[src/rtl/mix_pkg.sv]
package mix_pkg;
  localparam int GAIN_FRAC = 16;
  localparam int GAIN_W    = GAIN_FRAC + 1;

  // Logarithmic gain: each code step multiplies by (1 - 1/128).
  function automatic logic [GAIN_W-1:0] gain_of(input int code);
    int g;
    g = 1 << GAIN_FRAC;
    for (int i = 0; i < code; i++) g = g - (g >>> 7);
    return GAIN_W'(g);
  endfunction
endpackage

[src/rtl/mix_gain_rom.sv]
module mix_gain_rom #(
  parameter int CW = 7
) (
  input  logic [CW-1:0]              code,
  output logic [mix_pkg::GAIN_W-1:0] gain
);
  localparam int DEPTH = 1 << CW;
  logic [mix_pkg::GAIN_W-1:0] tab [DEPTH];

  for (genvar i = 0; i < DEPTH; i++) begin : g_rom
    assign tab[i] = mix_pkg::gain_of(i);
  end

  assign gain = tab[code];
endmodule

[src/rtl/mix_scale.sv]
module mix_scale #(
  parameter int DW = 16
) (
  input  logic signed [DW-1:0]        x,
  input  logic [mix_pkg::GAIN_W-1:0]  g,
  output logic signed [DW-1:0]        y
);
  localparam int PW = DW + mix_pkg::GAIN_W + 1;
  logic signed [PW-1:0] p, q;

  always_comb begin
    p = PW'(x) * PW'($signed({1'b0, g}));
    q = p >>> mix_pkg::GAIN_FRAC;
    // floor -> toward zero for negative products with a remainder
    if (p[PW-1] && (|p[mix_pkg::GAIN_FRAC-1:0])) q = q + PW'(1);
    y = q[DW-1:0];
  end
endmodule

[src/rtl/mix_chan.sv]
module mix_chan #(
  parameter int DW = 16,
  parameter int CW = 7
) (
  input  logic                 clk,
  input  logic                 rst,
  input  logic                 stb,
  input  logic                 step,
  input  logic                 fade_on,
  input  logic [CW-1:0]        tgt,
  input  logic signed [DW-1:0] smp,
  input  logic                 vld,
  input  logic                 act,
  output logic [CW-1:0]        cur,
  output logic signed [DW-1:0] contrib
);
  logic [mix_pkg::GAIN_W-1:0] gain;
  logic signed [DW-1:0]       scaled;

  mix_gain_rom #(.CW(CW)) u_rom (.code(cur), .gain(gain));
  mix_scale    #(.DW(DW)) u_scl (.x(smp), .g(gain), .y(scaled));

  always_ff @(posedge clk) begin
    if (rst) begin
      cur     <= '0;
      contrib <= '0;
    end else begin
      if (!fade_on)
        cur <= tgt;
      else if (stb && step && (cur != tgt))
        cur <= (cur < tgt) ? cur + CW'(1) : cur - CW'(1);
      if (stb)
        contrib <= (vld && act) ? scaled : '0;
    end
  end
endmodule

[src/rtl/audio_mix4.sv]
module audio_mix4 #(
  parameter int NCH     = 4,
  parameter int DW      = 16,
  parameter int CW      = 7,
  parameter int PW      = 8,
  parameter int MST_RST = 59
) (
  input  logic              clk,
  input  logic              rst,
  input  logic              smp_stb,
  input  logic [NCH*DW-1:0] ch_data,
  input  logic [NCH-1:0]    ch_valid,
  input  logic [NCH-1:0]    ch_active,
  input  logic [NCH*CW-1:0] ch_vol,
  input  logic              fade_on,
  input  logic [PW-1:0]     fade_div,
  input  logic              mst_load,
  input  logic [CW-1:0]     mst_code,
  output logic [DW-1:0]     mix_out,
  output logic              mix_stb
);
  localparam int SW = DW + $clog2(NCH) + 1;
  localparam logic signed [SW-1:0] MAXV = SW'((1 << (DW-1)) - 1);
  localparam logic signed [SW-1:0] MINV = -SW'(1 << (DW-1));

  logic [PW-1:0]     fcnt;
  logic              fstep;
  logic [NCH*DW-1:0] contrib_bus;
  logic [NCH*CW-1:0] cur_bus;
  logic              v1, v2;
  logic signed [SW-1:0] acc;
  logic signed [DW-1:0] sat_r, mst_y;
  logic [CW-1:0]        mst_r;
  logic [mix_pkg::GAIN_W-1:0] mgain;

  assign fstep = (fcnt == fade_div);

  always_ff @(posedge clk) begin
    if (rst || !fade_on) fcnt <= '0;
    else if (smp_stb)    fcnt <= fstep ? '0 : fcnt + PW'(1);
  end

  for (genvar i = 0; i < NCH; i++) begin : g_ch
    mix_chan #(.DW(DW), .CW(CW)) u_ch (
      .clk(clk), .rst(rst), .stb(smp_stb), .step(fstep), .fade_on(fade_on),
      .tgt(ch_vol[i*CW +: CW]), .smp(ch_data[i*DW +: DW]),
      .vld(ch_valid[i]), .act(ch_active[i]),
      .cur(cur_bus[i*CW +: CW]), .contrib(contrib_bus[i*DW +: DW])
    );
  end

  always_comb begin
    acc = '0;
    for (int i = 0; i < NCH; i++)
      acc = acc + SW'($signed(contrib_bus[i*DW +: DW]));
  end

  mix_gain_rom #(.CW(CW)) u_mrom (.code(mst_r), .gain(mgain));
  mix_scale    #(.DW(DW)) u_mscl (.x(sat_r), .g(mgain), .y(mst_y));

  always_ff @(posedge clk) begin
    if (rst) begin
      v1 <= 1'b0; v2 <= 1'b0; mix_stb <= 1'b0;
      sat_r <= '0; mix_out <= '0;
      mst_r <= CW'(MST_RST);
    end else begin
      v1 <= smp_stb;
      v2 <= v1;
      mix_stb <= v2;
      if (mst_load) mst_r <= mst_code;
      if (v1) begin
        if (acc > MAXV)      sat_r <= MAXV[DW-1:0];
        else if (acc < MINV) sat_r <= MINV[DW-1:0];
        else                 sat_r <= acc[DW-1:0];
      end
      if (v2) mix_out <= mst_y;
    end
  end
endmodule

[config.mk]
export PLATFORM = sky130hd
export DESIGN_NAME = audio_mix4
export DESIGN_NICKNAME = d
export VERILOG_FILES = /design/src/rtl/mix_pkg.sv /design/src/rtl/mix_gain_rom.sv /design/src/rtl/mix_scale.sv /design/src/rtl/mix_chan.sv /design/src/rtl/audio_mix4.sv
export SDC_FILE = /design/constraint.sdc
export NUM_CORES = 2
export LEC_CHECK = 0
export BUFFER_PORTS_ARGS = -buffer_cell sky130_fd_sc_hd__buf_2
export CORE_ASPECT_RATIO = 1.4
export CORE_UTILIZATION = 40
export DETAILED_ROUTE_END_ITERATION = 6
export SYNTH_ARGS = -nofsm -noshare
export SYNTH_HDL_FRONTEND = slang
export SYNTH_SLANG_ARGS = --single-unit
[constraint.sdc]
create_clock -name clk -period 20.3 [get_ports clk]
set_input_delay 4.06 -clock clk [delete_from_list [all_inputs] [get_ports clk]]
set_output_delay 4.06 -clock clk [all_outputs]
set_load 0.01 [all_outputs]
==> impl_metrics.env <==
export IMPL_ys_flop_type="dfxtp_1"
export IMPL_cts_clk_slew_worst_paths_ns=0.08
export IMPL_grt_usage=0.2404
export IMPL_worst_path_max_fanout=52
export IMPL_critPathCaptureType="register"
export IMPL_relSlewSlack=0.1324
export IMPL_dieArea_um2=176800
export IMPL_critical_path_max_stage_delay_ns=0.83
export IMPL_max_cap_viol_count=0
export IMPL_layout_nets=10520
export IMPL_antenna_found_initial=17
export IMPL_instances_no_fill=10860
export IMPL_cts_setup_buffers=0
export IMPL_fp_dieW_um=355.7
export IMPL_synth_edff_count=0
export IMPL_hold_viol=0
export IMPL_synth_async_reset_ratio=0
export IMPL_finalWeightedCongestion=0.9490
export IMPL_whs_ns=0.4879
export IMPL_finClkSkew_ns=0.02404
export IMPL_setup_slack_ns=9.572
export IMPL_ys_warn_count=0
export IMPL_status="finished with violations"
export IMPL_cts_root_buf="clkbuf_16"
export IMPL_synthCells=8831
export IMPL_syn_cell_area_um2=70040
export IMPL_clockBufferDepth=2
export IMPL_wl_mm=212.5
export IMPL_routedWlPerCell_um=19.56
export IMPL_drt_vias_per_instance=5.648
export IMPL_ys_types=119
export IMPL_min_period_ns=10.73
export IMPL_areaGrowthSynthToFinish_pct=4.332
export IMPL_drv_slew=0
export IMPL_start_util=0.4027
export IMPL_finalCritPeriodShare=0.5285
export IMPL_cts_tree="done"
export IMPL_die_h_um=497.1
export IMPL_drt_iter0_drc=4352
export IMPL_crit_slowest_cell="a311o_1"
export IMPL_cp_start_kind="register"
export IMPL_ios=137
export IMPL_arrival_ns=11.15
export IMPL_hp_class="reg2reg"
export IMPL_vias=61360
export IMPL_fmax_mhz=93.21
export IMPL_antenna_left=0
export IMPL_numCtsBuffers=17
export IMPL_violations="design-rule violations"
export IMPL_rows=181
export IMPL_numPlacedInstances=10820
export IMPL_grt_pass1_vias=63740
export IMPL_tns_ns=0
export IMPL_dpl_hpwl_mm=164.2
export IMPL_whs_path_depth=2
export IMPL_tightestPinTransition_ns=1.297
export IMPL_worst_setup_path_type="reg2reg"
export IMPL_syn_avg_cell_area_um2=7.931
export IMPL_rsz0062_at_grt="false"
export IMPL_fp_coreArea_um2=173900
export IMPL_crit_top_cell="fa_1"
export IMPL_final_layout_size_suffix_gt1_frac=0.05337
export IMPL_setup_viol=0
export IMPL_grt_max_degree=106
export IMPL_yosysSeqAreaShare=0.04059
export IMPL_h_tree_depth=4
export IMPL_firstDrtPassIters=7
export IMPL_dp_slack_ns=9.094
export IMPL_drc=39
export IMPL_syn_nets=10800
export IMPL_port_buffers=136
export IMPL_r2r_cells=29
export IMPL_grt_ovfl_total=0
export IMPL_synth_seq_cells=142
export IMPL_required_ns=20.72
export IMPL_cts_hold_buf=0
export IMPL_clock_latency_ns=0.50
export IMPL_grt_pass1_wl_mm=343.4
export IMPL_cts_resized=0
export IMPL_cts_sinks=142
-- cell usage in the layout (no fill, tap or decap), types with 27 or more instances in the layout --
cell type  netlist  final
a211oi_1       144    144
nor3_1          81     81
o21ai_1         40     50
mux2i_1         62     60
nor2_1         434    433
and3_1          55     55
a21oi_1        419    408
inv_1         1378   1378
a221oi_1        32     32
nand3_1        115    115
xor2_1         106    106
o211ai_1        92     92
o21ai_0        419    404
o311ai_0        27     27
dfxtp_1        142    123
a21o_1         104    104
nand4_1         54     54
xnor2_1        135    135
o21bai_1        31     31
o22ai_1         45     45
fa_1          1077   1077
a311oi_1        32     31
nand2_1       1099   1099
and2_1         611    611
ha_1           774    774
nand2b_1       118    118
o21a_1          39     39
nor2b_1         91     91
a31oi_1         68     68
or2_2           40     40
buf_2           48    135
buf_4            3    111
-- area by class of cell --
| class | instances | area [um2] |
|---|---|---|
| sequential | 142 | 2867 |
| multi-input combinational | 6755 | 60000 |
| antenna | 13 | 32.53 |
| fill | 17820 | 100900 |
| clock buffer | 17 | 425.4 |
| tap | 2287 | 2861 |
| inverter | 1388 | 5210 |
| timing repair buffer | 246 | 1509 |
| clock inverter | 15 | 172.7 |
-- cells in the mapped netlist, types with 91 or more instances --
master    instances  area [um2]
a211oi_1        144        1081
a21o_1          104       780.8
a21oi_1         419        2097
and2_1          611        3822
clkbuf_1        421        1580
dfxtp_1         142        2843
fa_1           1077       21560
ha_1            774        9684
inv_1          1378        5172
nand2_1        1099        4125
nand2b_1        118       738.2
nand3_1         115       575.6
nor2_1          434        1629
nor2b_1          91       569.3
o211ai_1         92       690.7
o21ai_0         419        2097
xnor2_1         135        1182
xor2_1          106       928.4
-- worst max-delay path: cells and delay by family, from the launching register on --
kind,cells,cell delay (ns)
adder cells (fa/ha/maj),8,3.73
flip-flops,1,0.31
AND/OR/NAND/NOR,5,1.46
XOR/XNOR,2,0.51
buffers and inverters,6,1.23
AO/OA/AOI/OAI,8,3.37
-- worst paths after layout --
check	from	endpoint	slack, ns
setup reg to reg	mst_r[2]	mix_out[12]	9.57
hold / removal	mix_out[9]	mix_out[9]	0.49
setup / recovery	mst_r[2]	mix_out[12]	9.57
hold reg to reg	mix_out[9]	mix_out[9]	0.49
-- per-layer routing --
| layer | global-route usage | up-vias | share of wire |
|---|---|---|---|
| li1 | - | 28290 | - |
| met4 | 0.1011 | 8 | 0.044 |
| met5 | 0 | - | 0.00022 |
| met3 | 0.02273 | 540 | 0.050 |
| met2 | 0.4288 | 2009 | 0.51 |
| met1 | 0.2923 | 30510 | 0.40 |
-- sequential cells by signal, indices dropped and copies added (netlist names) --
| name | cells |
|---|---|
| mix_out | 16 |
| sat_r | 16 |
| v2 | 1 |
| g_ch.u_ch.contrib | 64 |
| g_ch.u_ch.cur | 28 |
| fcnt | 8 |
| v1 | 1 |
| mst_r | 7 |
| mix_stb | 1 |
-- kinds of logic after synthesis --
kind of cell	share of synthesized area
and+or+nand+nor	0.1976
buffers and inverters	0.1048
adders and majority gates	0.4468
AOI/OAI and AO/OA	0.1609
xor gates and xnor gates	0.03037
DFF	0.04059
muxes	0.01899
-- metrics by stage --
stage | utilization | area [um2]
3_5_place_dp | 0.4165 | 72450
5_1_grt | 0.4200 | 73050
4_1_cts | 0.4200 | 73040
2_1_floorplan | - | 70040
3_3_place_gp | 0.4165 | 72450
6_report | 0.4202 | 73080
Power is left out: the tool's default activity adds up to more than one toggle a clock period on the data nets, which glitch-free logic cannot reach.
